### config.mk
export PLATFORM = sky130hd
export DESIGN_NAME = ecg_envelope_pipe
export DESIGN_NICKNAME = d
export VERILOG_FILES = /design/src/rtl/ecg_env_pkg.sv /design/src/rtl/ecg_sq_peakhold.sv /design/src/rtl/ecg_shift_smoother.sv /design/src/rtl/ecg_peak_marker.sv /design/src/rtl/ecg_envelope_pipe.sv
export SDC_FILE = /design/constraint.sdc
export NUM_CORES = 1
export LEC_CHECK = 0
export BUFFER_PORTS_ARGS = -buffer_cell sky130_fd_sc_hd__buf_2
export CORE_MARGIN = 1
export CORE_UTILIZATION = 50
export DETAILED_ROUTE_END_ITERATION = 12
export PLACE_DENSITY = 0.66
export SYNTH_ARGS = -nofsm -noshare
export SYNTH_HDL_FRONTEND = slang
export SYNTH_SLANG_ARGS = --single-unit
### constraint.sdc
create_clock -name clk -period 15.8 [get_ports clk]
set_input_delay 0 -clock clk [delete_from_list [all_inputs] [get_ports clk]]
set_output_delay 0 -clock clk [all_outputs]
set_load 0.01 [all_outputs]
### src/rtl/ecg_env_pkg.sv
package ecg_env_pkg;
    typedef logic [1:0] fill_t;
    localparam fill_t FILL_DERIV = 2'd2;
    localparam fill_t FILL_FULL  = 2'd3;
endpackage

### src/rtl/ecg_sq_peakhold.sv
module ecg_sq_peakhold
    import ecg_env_pkg::*;
#(
    parameter int SAMPLE_W = 16,
    parameter int SQ_W     = 2 * SAMPLE_W + 1
) (
    input  logic                clk,
    input  logic                rst,
    input  logic                stb_i,
    input  logic [SAMPLE_W-1:0] sample_i,
    output logic [SQ_W-1:0]     env_o,
    output logic                full_o
);
    localparam int EXT_W = SQ_W - SAMPLE_W;

    typedef struct packed {
        logic [SQ_W-1:0] sq_now;
        logic [SQ_W-1:0] sq_old;
        logic [SQ_W-1:0] env;
        logic            slope_up;
        fill_t           fill;
    } ph_state_t;

    ph_state_t st_q, st_d;
    logic signed [SQ_W-1:0] x_ext;
    logic signed [SQ_W-1:0] sq_w;
    logic signed [SQ_W-1:0] deriv_w;

    always_comb begin
        x_ext   = $signed({{EXT_W{sample_i[SAMPLE_W-1]}}, sample_i});
        sq_w    = x_ext * x_ext;
        deriv_w = sq_w - $signed(st_q.sq_old);
        st_d    = st_q;
        if (stb_i) begin
            st_d.sq_now = sq_w;
            st_d.sq_old = st_q.sq_now;
            if (st_q.fill >= FILL_DERIV) begin
                st_d.slope_up = (deriv_w > 0);
            end
            if (st_q.fill == FILL_FULL && st_q.slope_up && deriv_w <= 0) begin
                st_d.env = st_q.sq_now;
            end
            if (st_q.fill != FILL_FULL) begin
                st_d.fill = st_q.fill + 2'd1;
            end
        end
    end

    always_ff @(posedge clk) begin
        if (rst) begin
            st_q <= '0;
        end else begin
            st_q <= st_d;
        end
    end

    assign env_o  = st_q.env;
    assign full_o = (st_q.fill == FILL_FULL);

    assert_env_hold_R3: assert property (@(posedge clk) disable iff (rst)
        !stb_i |=> $stable(env_o));
    assert_square_positive_R2: assert property (@(posedge clk) disable iff (rst)
        stb_i |=> !st_q.sq_now[SQ_W-1]);
    assert_full_sticky_R7: assert property (@(posedge clk) disable iff (rst)
        full_o |=> full_o);
endmodule

### src/rtl/ecg_shift_smoother.sv
module ecg_shift_smoother #(
    parameter int IN_W  = 33,
    parameter int W     = 40,
    parameter int SHIFT = 6
) (
    input  logic          clk,
    input  logic          rst,
    input  logic          stb_i,
    input  logic [IN_W-1:0] x_i,
    output logic [W-1:0]  y_o,
    output logic [W-1:0]  y_next_o
);
    localparam int SUM_W = W + 2;
    localparam logic signed [SUM_W-1:0] TOP_V = (SUM_W'(1) <<< (W - 1)) - SUM_W'(1);

    typedef struct packed {
        logic [W-1:0] y;
    } sm_state_t;

    sm_state_t st_q, st_d;
    logic signed [W:0]       x_ext;
    logic signed [W:0]       y_ext;
    logic signed [W:0]       delta_w;
    logic signed [W:0]       step_w;
    logic signed [SUM_W-1:0] sum_w;
    logic [W-1:0]            sat_w;

    always_comb begin
        x_ext   = $signed({{(W + 1 - IN_W){1'b0}}, x_i});
        y_ext   = $signed({1'b0, st_q.y});
        delta_w = x_ext - y_ext;
        step_w  = delta_w >>> SHIFT;
        sum_w   = $signed({y_ext[W], y_ext}) + $signed({step_w[W], step_w});
        if (sum_w < 0) begin
            sat_w = '0;
        end else if (sum_w > TOP_V) begin
            sat_w = TOP_V[W-1:0];
        end else begin
            sat_w = sum_w[W-1:0];
        end
        st_d = st_q;
        if (stb_i) begin
            st_d.y = sat_w;
        end
    end

    always_ff @(posedge clk) begin
        if (rst) begin
            st_q <= '0;
        end else begin
            st_q <= st_d;
        end
    end

    assign y_o      = st_q.y;
    assign y_next_o = sat_w;

    assert_hold_no_strobe_R1: assert property (@(posedge clk) disable iff (rst)
        !stb_i |=> $stable(y_o));
    assert_moves_toward_input_R4: assert property (@(posedge clk) disable iff (rst)
        (stb_i && ({{(W - IN_W){1'b0}}, x_i} >= y_o)) |=> (y_o >= $past(y_o)));
    assert_stays_non_negative_R4: assert property (@(posedge clk) disable iff (rst)
        stb_i |=> !y_o[W-1]);
endmodule

### src/rtl/ecg_peak_marker.sv
module ecg_peak_marker #(
    parameter int W = 40
) (
    input  logic         clk,
    input  logic         rst,
    input  logic         stb_i,
    input  logic         full_i,
    input  logic [W-1:0] cur_i,
    input  logic [W-1:0] nxt_i,
    output logic         peak_o
);
    typedef struct packed {
        logic rising;
        logic peak;
    } mk_state_t;

    mk_state_t st_q, st_d;
    logic signed [W:0] diff_w;

    always_comb begin
        diff_w    = $signed({1'b0, nxt_i}) - $signed({1'b0, cur_i});
        st_d      = st_q;
        st_d.peak = stb_i && full_i && st_q.rising && (diff_w <= 0);
        if (stb_i && full_i) begin
            st_d.rising = (diff_w > 0);
        end
    end

    always_ff @(posedge clk) begin
        if (rst) begin
            st_q <= '0;
        end else begin
            st_q <= st_d;
        end
    end

    assign peak_o = st_q.peak;

    assert_peak_on_fall_R6: assert property (@(posedge clk) disable iff (rst)
        peak_o |-> (cur_i <= $past(cur_i)));
    assert_peak_needs_strobe_R1: assert property (@(posedge clk) disable iff (rst)
        !stb_i |=> !peak_o);
endmodule

### src/rtl/ecg_envelope_pipe.sv
module ecg_envelope_pipe #(
    parameter int SAMPLE_W   = 16,
    parameter int ACC_W      = 40,
    parameter int AVG_SHIFT  = 6,
    parameter int LP_SHIFT   = 3
) (
    input  logic                clk,
    input  logic                rst,
    input  logic                sample_stb,
    input  logic [SAMPLE_W-1:0] sample_in,
    output logic [ACC_W-1:0]    lp_out,
    output logic                lp_valid,
    output logic                lp_peak
);
    localparam int SQ_W = 2 * SAMPLE_W + 1;

    logic [SQ_W-1:0]  env_w;
    logic             full_w;
    logic [ACC_W-1:0] avg_w;
    logic [ACC_W-1:0] avg_next_w;
    logic [ACC_W-1:0] lp_w;
    logic [ACC_W-1:0] lp_next_w;

    ecg_sq_peakhold #(.SAMPLE_W(SAMPLE_W), .SQ_W(SQ_W)) u_peakhold (
        .clk(clk), .rst(rst), .stb_i(sample_stb), .sample_i(sample_in),
        .env_o(env_w), .full_o(full_w)
    );

    ecg_shift_smoother #(.IN_W(SQ_W), .W(ACC_W), .SHIFT(AVG_SHIFT)) u_average (
        .clk(clk), .rst(rst), .stb_i(sample_stb), .x_i(env_w),
        .y_o(avg_w), .y_next_o(avg_next_w)
    );

    ecg_shift_smoother #(.IN_W(ACC_W - 1), .W(ACC_W), .SHIFT(LP_SHIFT)) u_lowpass (
        .clk(clk), .rst(rst), .stb_i(sample_stb), .x_i(avg_w[ACC_W-2:0]),
        .y_o(lp_w), .y_next_o(lp_next_w)
    );

    ecg_peak_marker #(.W(ACC_W)) u_marker (
        .clk(clk), .rst(rst), .stb_i(sample_stb), .full_i(full_w),
        .cur_i(lp_w), .nxt_i(lp_next_w), .peak_o(lp_peak)
    );

    assign lp_out   = lp_w;
    assign lp_valid = full_w;

    assert_avg_commit_R4: assert property (@(posedge clk) disable iff (rst)
        sample_stb |=> (avg_w == $past(avg_next_w)));
    assert_peak_only_valid_R6: assert property (@(posedge clk) disable iff (rst)
        lp_peak |-> lp_valid);
endmodule

# ---- Yosys cells after proc, flatten, opt, wreduce, memory -nomap -nowiden
# Cells that the tools add are included.
# Widths: inputs -> output; s select.
dict set report classes {
  reduce_logical 8
  mux 4
  add_sub_neg 7
  order_cmp 9
  multipliers 1
  n_eq_ne 2
}
# op count
set op_table {}
lappend op_table {{$mux 40} 4}
lappend op_table {{$gt 42x40->1 const B} 2}
lappend op_table {{$lt 42x1->1 const B} 2}
lappend op_table {{$add 41x35->42} 1}
lappend op_table {{$add 41x38->42} 1}
lappend op_table {{$gt 41x1->1 const B} 1}
lappend op_table {{$le 41x1->1 const B} 1}
lappend op_table {{$sub 33x40->41} 1}
lappend op_table {{$sub 39x40->41} 1}
lappend op_table {{$sub 40x40->41} 1}
lappend op_table {{$gt 33x1->1 const B} 1}
lappend op_table {{$le 33x1->1 const B} 1}
lappend op_table {{$sub 33x33->33} 1}
lappend op_table {{$mul 16x16->32} 1}
lappend op_table {{$reduce_and 2->1} 3}
lappend op_table {{$logic_and 1x1->1} 5}
lappend op_table {{$add 2x1->2 const B} 1}
lappend op_table {{$eq 2x2->1 const B} 1}
lappend op_table {{$ge 2x2->1 const B} 1}
lappend op_table {{$ne 2x2->1 const B} 1}
dict set report totals {
  regBits 184
  word_cells 40
  out_inout_bits 42
}

# ---- Logic depth before layout (Yosys ltp)
# Gate-level depths: netlist of the first run.
dict set report logic_depth {
  depth_word 8
  mapped_depth 42
}

# ---- Modules after synthesis
# From an unflattened synthesis of the first run, not the netlist that was laid out.
dict set report unflattened {
  hier_cells 3785
  hier_area_um2 29956.2
}
# mod seq_area_each_um2 area_per_inst_um2 n_inst cells_each
set modules_own_cells {}
lappend modules_own_cells {ecg_sq_peakhold 1921.8 15645.0 1 1764}
lappend modules_own_cells {{ecg_shift_smoother at u_lowpass} 800.8 5998.3 1 844}
lappend modules_own_cells {{ecg_shift_smoother at u_average} 800.8 5477.8 1 765}
lappend modules_own_cells {ecg_peak_marker 40.0 2835.2 1 412}

# ---- Least setup slack after synthesis of the first run
# Ideal clock, no wire load.
dict set report synth_path {
  path_kind {register to register}
  from {reg u_lowpass.st_q (netlist bit u_lowpass.y_o[9])}
  to {reg u_marker.st_q (netlist bit u_marker.peak_o)}
  arrival_time_ns 8.642
  path_stages_with_launch 43
  synth_period_minus_slack_ns 8.703
  slack_ns 7.097
  cell_sequence {dfxtp_1 inv_1 ha_1 o211a_1 and3_1 or4b_2 a31oi_1 o2111ai_1 a21oi_1 a31oi_1 a21boi_0 o21a_1 o21ai_0 o21ai_0 xor2_1 ha_1 a21o_1 a21o_1 (+7 left out) o21ai_1 buf_2 buf_2 a21oi_1 ha_1 clkbuf_1 a21oi_1 o21bai_1 a221o_1 a2111o_1 nor4_1 o2111ai_1 nor4_1 nand4_1 or4_1 nor4_1 a21o_1 and4b_1}
}
dict set report synth_via {
  elab_chain_cells 8
  elab_cells_between_ends 9
}
# element line_no
set synth_rtl {}
lappend synth_rtl {{from (decl)} ecg_shift_smoother.sv:20} ;# sm_state_t st_q, st_d;
lappend synth_rtl {{from (signal assigned)} ecg_shift_smoother.sv:51} ;# st_q <= st_d;
lappend synth_rtl {{$sub 39x40->41} ecg_shift_smoother.sv:31} ;# delta_w = x_ext - y_ext;
lappend synth_rtl {{$add 41x38->42 *} ecg_shift_smoother.sv:33} ;# sum_w = $signed({y_ext[W], y_ext}) + $signed({step_w[W], step_w});
lappend synth_rtl {{$gt 42x40->1} ecg_shift_smoother.sv:36} ;# end else if (sum_w > TOP_V) begin
lappend synth_rtl {{$mux 40} ecg_shift_smoother.sv:36}
lappend synth_rtl {{$mux 40 *} ecg_shift_smoother.sv:34} ;# if (sum_w < 0) begin
lappend synth_rtl {{via lp_next_w[15]} ecg_envelope_pipe.sv:22} ;# logic [ACC_W-1:0] lp_next_w;
lappend synth_rtl {{$sub 40x40->41 *} ecg_peak_marker.sv:21} ;# diff_w = $signed({1'b0, nxt_i}) - $signed({1'b0, cur_i});
lappend synth_rtl {{$le 41x1->1 *} ecg_peak_marker.sv:23} ;# st_d.peak = stb_i && full_i && st_q.rising && (diff_w <= 0);
lappend synth_rtl {{$logic_and 1x1->1 *} ecg_peak_marker.sv:23}
lappend synth_rtl {{to (signal assigned)} ecg_peak_marker.sv:33} ;# st_q <= st_d;
lappend synth_rtl {{to (decl)} ecg_peak_marker.sv:17} ;# mk_state_t st_q, st_d;
# Mark *: on every way through the listed nets, which the timed path passes. The rest lies on a longest branch.
# A chain may end at the register's enable or synchronous reset.

# ---- Worst setup path in the final report of the first run
# Same ends and word-level chain as after synthesis.

==> impl_metrics.csv, run 1 <==
group,metric,value,unit
route,wl_per_cell,20.2,um
synth,synth_cell_types,94,
clock_tree,post-cts-setup-buffers,0,
clock_tree,clock_path_buffers,2,
route,first_pass_iters,6,
synth,syn-instance-count,3321,
global_route,antenna_found_initial,0,
setup_path,cp_common_cell,"a21oi_1",
sta,hold_viol_final,0,
clock_tree,clock_sinks,178,
final_layout,diodes,0,
route,drcViolationCount,0,
synth,syn-num-nets,3893,
floorplan,die_area,55400,um^2
synth,synth_flop_cell,"dfxtp_1",
setup_path,critPathLaunchType,"register",
global_route,track_usage,0.295,
sta,post-route-period-util,0.671,
floorplan,core_area,53800,um^2
global_route,grt_pass1_wl,129000,um
final_layout,num-nets-final,3867,
route,ant_nets,0,
setup_path,cp_slowest_stage_delay,620,ps
clock_tree,clk_pin_slew,80,ps
worst_hold_path,hp-class,"in -> reg",
sta,slew_viol_final,0,
floorplan,num_io_pins,61,
sta,tightestPinTransition,1110,ps
synth,synth-async-reset-ratio,0,
final_layout,drive_gt1_frac,0.0417,
sta,post-route-min-period,10610,ps
clock_tree,postCtsHoldBufs,2,
final_layout,design_area,28600,um^2
setup_path,critPathMaxFanout,58,
clock_tree,root_buffer,"clkbuf_16",
clock_tree,cts_htree_levels,4,
setup_path,worstSetupPathType,"reg -> reg",
synth,synth_edf_count,0,
clock_tree,cts_buffers,17,
synth,syn_area,27300,um^2
global_route,grt_pass1_vias,23800,
sta,tns,0,ps
clock_tree,cts_resized,0,
route,met1_length,33900,um
floorplan,start_util,0.506,
clock_tree,clk_latency,510,ps
floorplan,die_w,235,um
route,routed_wirelength,81100,um
synth,ys_seq_area_frac,0.131,
route,vias_per_cell,5.93,
clock_tree,cts_tree,"yes",
setup_path,critPathArrivalTime,11060,ps
global_route,grt_max_degree,95,
placement,dpl.hpwl,66600,um
sta,slew_headroom,0.260,
sta,rsz0062_at_grt,"no",
placement,gp_congestion,0.968,
run,drv_cap,0,
route,drt-initial-drc-count,1634,
global_route,grt-ovfl-total,0,
placement,io_buffers,60,
route,top_layer_used,"met4",
outcome,status,"finished, final reports clean",
route,wl_met3,3000,um
setup_path,crit_slowest_cell,"or4b_2",
setup_path,cp_data_required_time,16250,ps
route,routed-via-count,23700,
route,dr_wl_met2,40600,um
sta,final.setup_skew,13.3,ps
setup_path,crit_path_end_kind,"register",
synth,yosys_warnings,0,
placement,placed_area,28000,um^2
final_layout,area_growth,4.79,%
synth,ys_ff_latch,178,
synth,avgSynthCellArea,8.21,um^2
floorplan,rows,85,
sta,fmax,94.3,MHz
sta,setup_violations,0,
floorplan,dieHeight,235,um
[layout by cell type (no fill, tap or decap), types with 14 or more instances in the layout]
master	n
dfxtp_1	178
and2_1	62
nand2b_1	98
o21a_1	37
o21bai_1	33
inv_1	467
nor3_1	48
nor2b_1	39
a21oi_1	233
o21ai_0	104
nand3_1	43
and3_1	32
xnor2_1	128
ha_1	310
a31oi_1	28
mux2i_1	92
nor2_1	250
o22ai_1	14
nor4_1	17
nand2_1	228
a211oi_1	27
a21o_1	120
clkbuf_16	17
fa_1	243
nand4_1	31
a221o_1	45
o211ai_1	25
a22o_1	28
buf_2	58
xor2_1	63
[cell families (layout without fill, tap and decap cells)]
kind of cell    after synthesis  in the layout  share of synthesized area
compound gates              822            822                      0.207
buf+inv                     582            569                     0.0837
flops                       178            178                      0.131
mux                          96             96                     0.0354
other cells                   1              1                   0.000138
simple gates                898            898                      0.160
xor+xnor                    191            191                     0.0614
fa+ha+maj                   553            553                      0.321
[metrics by stage]
stage                     setup slack, ps  hold slack [ps]  utilization  instances
after CTS                            5380             57.9        0.531       4004
after global placement               5620              441        0.520       3970
final                                5190             77.5        0.531       4004
after detailed placement             5410              459        0.520       3970
after global routing                 4410             89.1        0.531       4004
after floorplan                      7100              274            -       3321
[critical path: cells and delay by family (launching register included)]
family / cells / cell delay, ps
xor+xnor: 1 / 160
flops: 1 / 390
fa+ha+maj: 3 / 1050
buf+inv: 2 / 610
compound gates: 25 / 6030
simple gates: 9 / 2210
[registers in the layout, summed over array words and instances (netlist names)]
| register | cells |
|---|---|
| u_lowpass.y_o | 40 |
| u_peakhold.st_q | 65 |
| u_peakhold.env_o | 31 |
| u_marker.peak_o | 1 |
| u_marker.st_q | 1 |
| u_average.y_o | 40 |
[per-layer routing]
metal,vias to the layer above,track usage
met3,170,0.0292
met5,-,0
met1,11600,0.359
li1,11300,-
met2,583,0.525
met4,0,0.136
[final timing paths]
| path | start | slack (ps) | to | depth (start not counted) |
|---|---|---|---|---|
| worst min-delay path | sample_stb | 80 | u_peakhold.st_q[98] | 3 |
| worst max register to register | u_lowpass.y_o[9] | 5190 | u_marker.peak_o | 40 |
| worst max-delay path | u_lowpass.y_o[9] | 5190 | u_marker.peak_o | 40 |
| worst min register to register | u_peakhold.env_o[10] | 480 | u_peakhold.env_o[10] | 2 |
[cell type report]
| class | count | area, um^2 |
|---|---|---|
| well taps | 696 | 871 |
| multi-input cells | 2561 | 21400 |
| flip-flops and latches | 178 | 3560 |
| inverters | 470 | 1760 |
| fillers | 5139 | 25300 |
| clock buffers | 17 | 425 |
| repair buffers | 67 | 363 |
| clock inverters | 15 | 143 |
[Yosys cell counts (8+ instances only)]
library cell / count / area share
nor3_1: 48 / 0.0088
o21a_1: 37 / 0.010
clkbuf_1: 80 / 0.011
nor2b_1: 39 / 0.0090
a21oi_1: 233 / 0.043
o22ai_1: 14 / 0.0032
or3_1: 9 / 0.0021
nor3b_1: 11 / 0.0030
nand2_1: 228 / 0.031
fa_1: 243 / 0.18
inv_1: 467 / 0.064
mux2i_1: 92 / 0.034
a31oi_1: 28 / 0.0064
xnor2_1: 128 / 0.041
nand2b_1: 98 / 0.022
or2_2: 9 / 0.0021
a211oi_1: 27 / 0.0074
nand4_1: 31 / 0.0071
buf_2: 15 / 0.0028
buf_1: 9 / 0.0012
a221o_1: 45 / 0.017
dfxtp_1: 178 / 0.13
a22o_1: 28 / 0.0090
nor2_1: 251 / 0.035
o21bai_1: 33 / 0.0091
nor4_1: 17 / 0.0039
xor2_1: 63 / 0.020
and3_1: 33 / 0.0076
o21ai_0: 104 / 0.019
o211ai_1: 25 / 0.0069
ha_1: 310 / 0.14
a21o_1: 120 / 0.033
o21ai_1: 8 / 0.0015
and2_1: 62 / 0.014
a21boi_0: 10 / 0.0028
nand3_1: 43 / 0.0079
o2111ai_1: 8 / 0.0026
o31ai_1: 10 / 0.0028
Power of run 1 is not shown: default switching activity piles up to over one toggle a cycle in this logic, so the estimate is an artifact.
==> run 2, diff against run 1 <==
==> constraint.sdc (replaced) <==
create_clock -name clk -period 10.3 [get_ports clk]
set_input_delay 0 -clock clk [delete_from_list [all_inputs] [get_ports clk]]
set_output_delay 0 -clock clk [all_outputs]
set_load 0.01 [all_outputs]
==> run 2 against run 1 <==
Register-to-register slack worse by 4800 ps. Largest cell class unchanged. First-iteration DRC count down 10%. Core utilization up 0.77 points. Cell area up 1.5%. Highest routed layer unchanged. Via count about the same. Final cell count up 0.95%. Sequential cell count unchanged.
==> impl_metrics.csv, run 2 (synthesis gave the netlist of run 1 again) <==
group,metric,value,unit
sta,setup_violations,0,
clock_tree,cts_htree_levels,4,
route,first_pass_iters,5,
setup_path,r2r_slack,410,ps
global_route,track_usage,0.290,
route,ant_nets,0,
sta,hold_viol_final,0,
floorplan,rows,85,
setup_path,cp_slowest_stage_delay,620,ps
final_layout,drive_gt1_frac,0.0559,
floorplan,num_io_pins,61,
sta,fmax,101,MHz
final_layout,largest_register_ffs,65,
route,vias_per_cell,5.87,
setup_path,critPathMaxFanout,10,
route,wl_per_cell,19.8,um
worst_hold_path,hold_depth,3,
global_route,grt-ovfl-total,0,
placement,io_buffers,60,
final_layout,n_fill_cell,5049,
worst_hold_path,hp-class,"in -> reg",
global_route,antenna_found_initial,0,
route,routed-via-count,23700,
route,drt-initial-drc-count,1465,
final_layout,final_cell_mix,"inv_1 (467), ha_1 (309), nor2_1 (249)",
route,drcViolationCount,0,
global_route,grt_pass1_vias,23600,
placement,placed_cells_incl_taps,4004,
final_layout,area_growth,6.31,%
setup_path,r2r_end,"u_marker.peak_o",
outcome,status,"finished, final reports clean",
clock_tree,clock_sinks,178,
setup_path,cp_common_cell,"a21oi_1",
sta,post-route-period-util,0.961,
worst_hold_path,min_to,"u_peakhold.st_q[92]",
setup_path,crit_family,"compound AO/OA/AOI/OAI gates",
setup_path,critPathLaunchType,"register",
floorplan,core_area,53800,um^2
setup_path,worstSetupPathType,"reg -> reg",
floorplan,die_w,235,um
final_layout,diodes,0,
sta,final.setup_skew,17.2,ps
placement,dpl.hpwl,66100,um
floorplan,dieHeight,235,um
final_layout,final_common_cell,"inv_1",
final_layout,utilization,0.538,
sta,post-route-min-period,9890,ps
clock_tree,clk_latency,500,ps
setup_path,r2r_start,"u_lowpass.y_o[9]",
placement,post-place-ws,187,ps
clock_tree,cts_buffers,17,
sta,tns,0,ps
clock_tree,cts_tree,"yes",
setup_path,cp_data_required_time,10740,ps
placement,gp_congestion,0.986,
sta,worst_slack,406,ps
setup_path,path_buf_inv,4,
setup_path,r2r_cells,42,
global_route,grt_max_degree,91,
setup_path,crit_slowest_cell,"or4b_2",
route,routed_wirelength,80200,um
worst_hold_path,hold_path.startpoint,"sample_stb",
global_route,grt_pass1_wl,127000,um
setup_path,crit_path_end_kind,"register",
floorplan,die_area,55400,um^2
clock_tree,clk_pin_slew,70,ps
sta,slew_viol_final,0,
floorplan,start_util,0.506,
sta,slew_headroom,0.116,
final_layout,fin_cells,4042,
final_layout,regMostFlops,"u_peakhold.st_q",
sta,tightestPinTransition,1290,ps
setup_path,critPathArrivalTime,10330,ps
clock_tree,root_buffer,"clkbuf_16",
run,drv_cap,0,
clock_tree,clock_path_buffers,2,
final_layout,num-nets-final,3905,
[run 2: layout make-up]
class / instances / area (um^2) / area share
well taps: 696 / 871 / 0.0301
flip-flops and latches: 178 / 3560 / 0.123
inverters: 470 / 1760 / 0.0609
multi-input cells: 2562 / 21500 / 0.742
clock buffers: 18 / 439 / 0.0152
repair buffers: 104 / 678 / 0.0234
clock inverters: 14 / 165 / 0.00570
[run 2: worst max path at each step]
stage	start	to	slack [ps]	cells after the start
floorplan	u_lowpass.y_o[9]	u_marker.peak_o	1600	42
global placement	u_lowpass.y_o[9]	u_marker.peak_o	390	41
detailed placement	u_lowpass.y_o[9]	u_marker.peak_o	190	41
CTS	u_lowpass.y_o[9]	u_marker.peak_o	140	41
global route	u_lowpass.y_o[9]	u_marker.peak_o	-30	37
finish	u_lowpass.y_o[9]	u_marker.peak_o	410	42
[run 2: routing by layer]
| layer | global-route usage | routed length (um) | vias to the layer above |
|---|---|---|---|
| li1 | - | - | 11400 |
| met1 | 0.352 | 33700 | 11600 |
| met2 | 0.526 | 41100 | 550 |
| met3 | 0.0304 | 2760 | 118 |
| met4 | 0.106 | 2680 | 0 |
| met5 | 0 | 0 | - |
[run 2: timing repair]
action / 4_1_cts / 5_1_grt
setup buffers: 0 / 3
resized for setup: 0 / 14
endpoints found under the setup margin: 0 / 2
hold endpoints to repair: 5 / 0
hold buffers: 2 / 0
[run 2: tightest hold or removal path: cells and delay by family]
kind	cells	cell delay (ps)
buffers and inverters	1	260
and+or+nand+nor	1	70
muxes	1	170
[run 2: metrics by stage]
step           instance area [um^2]  hold WS [ps]
2_1_floorplan                 27300           274
3_3_place_gp                  28200           454
3_5_place_dp                  28200           454
4_1_cts                       28900          32.9
5_1_grt                       29000          66.9
6_report                      29000          56.3
Power of run 2 is left out for the same reason.
==> run 3, diff against run 2 <==
--- a/config.mk
+++ b/config.mk
@@ -5,11 +5,11 @@
 export SDC_FILE = /design/constraint.sdc
 export NUM_CORES = 1
 export LEC_CHECK = 0
-export BUFFER_PORTS_ARGS = -buffer_cell sky130_fd_sc_hd__buf_2
+export BUFFER_PORTS_ARGS = -buffer_cell sky130_fd_sc_hd__clkbuf_2
+export CORE_ASPECT_RATIO = 0.9
 export CORE_MARGIN = 1
-export CORE_UTILIZATION = 50
+export CORE_UTILIZATION = 46
 export DETAILED_ROUTE_END_ITERATION = 12
-export PLACE_DENSITY = 0.66
 export SYNTH_ARGS = -nofsm -noshare
 export SYNTH_HDL_FRONTEND = slang
 export SYNTH_SLANG_ARGS = --single-unit
==> run 3 against run 2 <==
Via count up 0.33%. Clock skew up 0.73 ps. Final cell count up 1.8%. Non-clock buffer count down 5. Global-route usage down 1.5 points. Core utilization down 4.1 points. Sequential cell count unchanged. Critical path depth unchanged. Largest cell class unchanged. Fmax up 0.60%. First-iteration DRC count up 21%. Worst setup slack better by 59 ps.
==> impl_metrics.csv, run 3 (synthesis gave the netlist of run 1 again) <==
group,metric,value,unit
global_route,grt_pass1_vias,23300,
floorplan,rows,84,
sta,tns,0,ps
route,wl_per_cell,20.0,um
final_layout,diodes,0,
run,drv_cap,0,
clock_tree,clk_pin_slew,80,ps
final_layout,drive_gt1_frac,0.0575,
global_route,grt-ovfl-total,0,
final_layout,regMostFlops,"u_peakhold.st_q",
sta,slew_viol_final,0,
sta,fmax,102,MHz
clock_tree,cts_buffers,17,
route,vias_per_cell,5.78,
placement,io_buffers,60,
route,first_pass_iters,6,
final_layout,largest_register_ffs,65,
placement,dpl.hpwl,68200,um
worst_hold_path,hold_path.startpoint,"sample_stb",
sta,hold_viol_final,0,
setup_path,critPathArrivalTime,10280,ps
clock_tree,post-cts-setup-buffers,0,
setup_path,critPathLaunchType,"register",
route,routed-via-count,23800,
worst_hold_path,hp-class,"in -> reg",
clock_tree,cts_htree_levels,4,
route,ant_nets,0,
worst_hold_path,min_to,"u_peakhold.st_q[95]",
setup_path,r2r_slack,460,ps
placement,placed_area,28300,um^2
setup_path,r2r_start,"u_lowpass.y_o[9]",
floorplan,die_w,259,um
sta,post-route-min-period,9840,ps
floorplan,start_util,0.466,
setup_path,cp_common_cell,"a21o_1",
final_layout,num-nets-final,3900,
setup_path,worstSetupPathType,"reg -> reg",
clock_tree,clock_sinks,178,
sta,final.setup_skew,17.9,ps
sta,post-route-period-util,0.955,
global_route,grt_pass1_wl,129000,um
floorplan,die_area,60200,um^2
sta,slew_headroom,0.354,
sta,tightestPinTransition,967,ps
clock_tree,root_buffer,"clkbuf_16",
worst_hold_path,hold_depth,3,
global_route,antenna_found_initial,0,
setup_path,cp_slowest_stage_delay,620,ps
clock_tree,cts_tree,"yes",
setup_path,r2r_cells,42,
placement,gp_congestion,0.976,
floorplan,dieHeight,233,um
clock_tree,clock_path_buffers,2,
clock_tree,clk_latency,510,ps
sta,rsz0062_at_grt,"yes",
outcome,status,"finished, final reports clean",
sta,setup_violations,0,
setup_path,critPathMaxFanout,34,
setup_path,r2r_end,"u_marker.peak_o",
setup_path,cp_data_required_time,10740,ps
route,drt-initial-drc-count,1772,
placement,placed_cells_incl_taps,4080,
final_layout,area_growth,6.65,%
route,routed_wirelength,82300,um
global_route,grt_max_degree,83,
final_layout,final_cell_mix,"inv_1 (467), ha_1 (309), nor2_1 (249)",
final_layout,fin_cells,4115,
floorplan,core_area,58400,um^2
setup_path,crit_path_end_kind,"register",
setup_path,crit_slowest_cell,"or4b_2",
global_route,track_usage,0.275,
floorplan,num_io_pins,61,
final_layout,final_common_cell,"inv_1",
route,drcViolationCount,0,
final_layout,design_area,29100,um^2
## run 3: worst max path at each step
stage | startpoint | to | slack, ps | cells past startpoint
6_report | u_lowpass.y_o[9] | u_marker.peak_o | 460 | 42
5_1_grt | u_lowpass.y_o[8] | u_marker.peak_o | -10 | 42
4_1_cts | u_lowpass.y_o[9] | u_marker.peak_o | 220 | 42
3_5_place_dp | sample_in[1] | u_peakhold.env_o[12] | 270 | 35
3_3_place_gp | sample_in[1] | u_peakhold.env_o[8] | 370 | 35
2_1_floorplan | u_lowpass.y_o[9] | u_marker.peak_o | 1600 | 42
## run 3: what timing repair did
item / CTS / global route
hold buffers: 2 / 0
hold endpoints to repair: 10 / 0
setup endpoints to repair: 0 / 2
gates resized for setup: 0 / 28
## run 3: per-stage QoR
stage	setup slack (ps)	utilization	hold WS, ps
global route	-12.4	0.497	199
floorplan	1600	-	274
CTS	222	0.495	155
finish	465	0.497	169
detailed placement	272	0.485	415
global placement	371	0.485	413
## run 3: layout make-up
cell class                 count  area (um^2)
clock buffer                  19          443
clock inverter                13          139
fill                        5799        29400
inverter                     470         1760
multi-input combinational   2562        21600
sequential                   178         3560
tap                          774          968
timing repair buffer          99          628
## run 3: critical path: cells and delay by family, from the launching register on
kind            cells  cell delay [ps]
buf+inv             4              760
flops               1              390
xor+xnor            2              320
simple gates       11             2930
fa+ha+maj           3             1170
compound gates     22             4160
## run 3: layer usage
metal	part of all wire	GRT usage	up-vias
met4	0.020	0.0721	0
met2	0.47	0.456	561
met3	0.038	0.0269	93
li1	-	-	11400
met1	0.47	0.381	11700
met5	0	0	-
Power of run 3 is left out for the same reason.
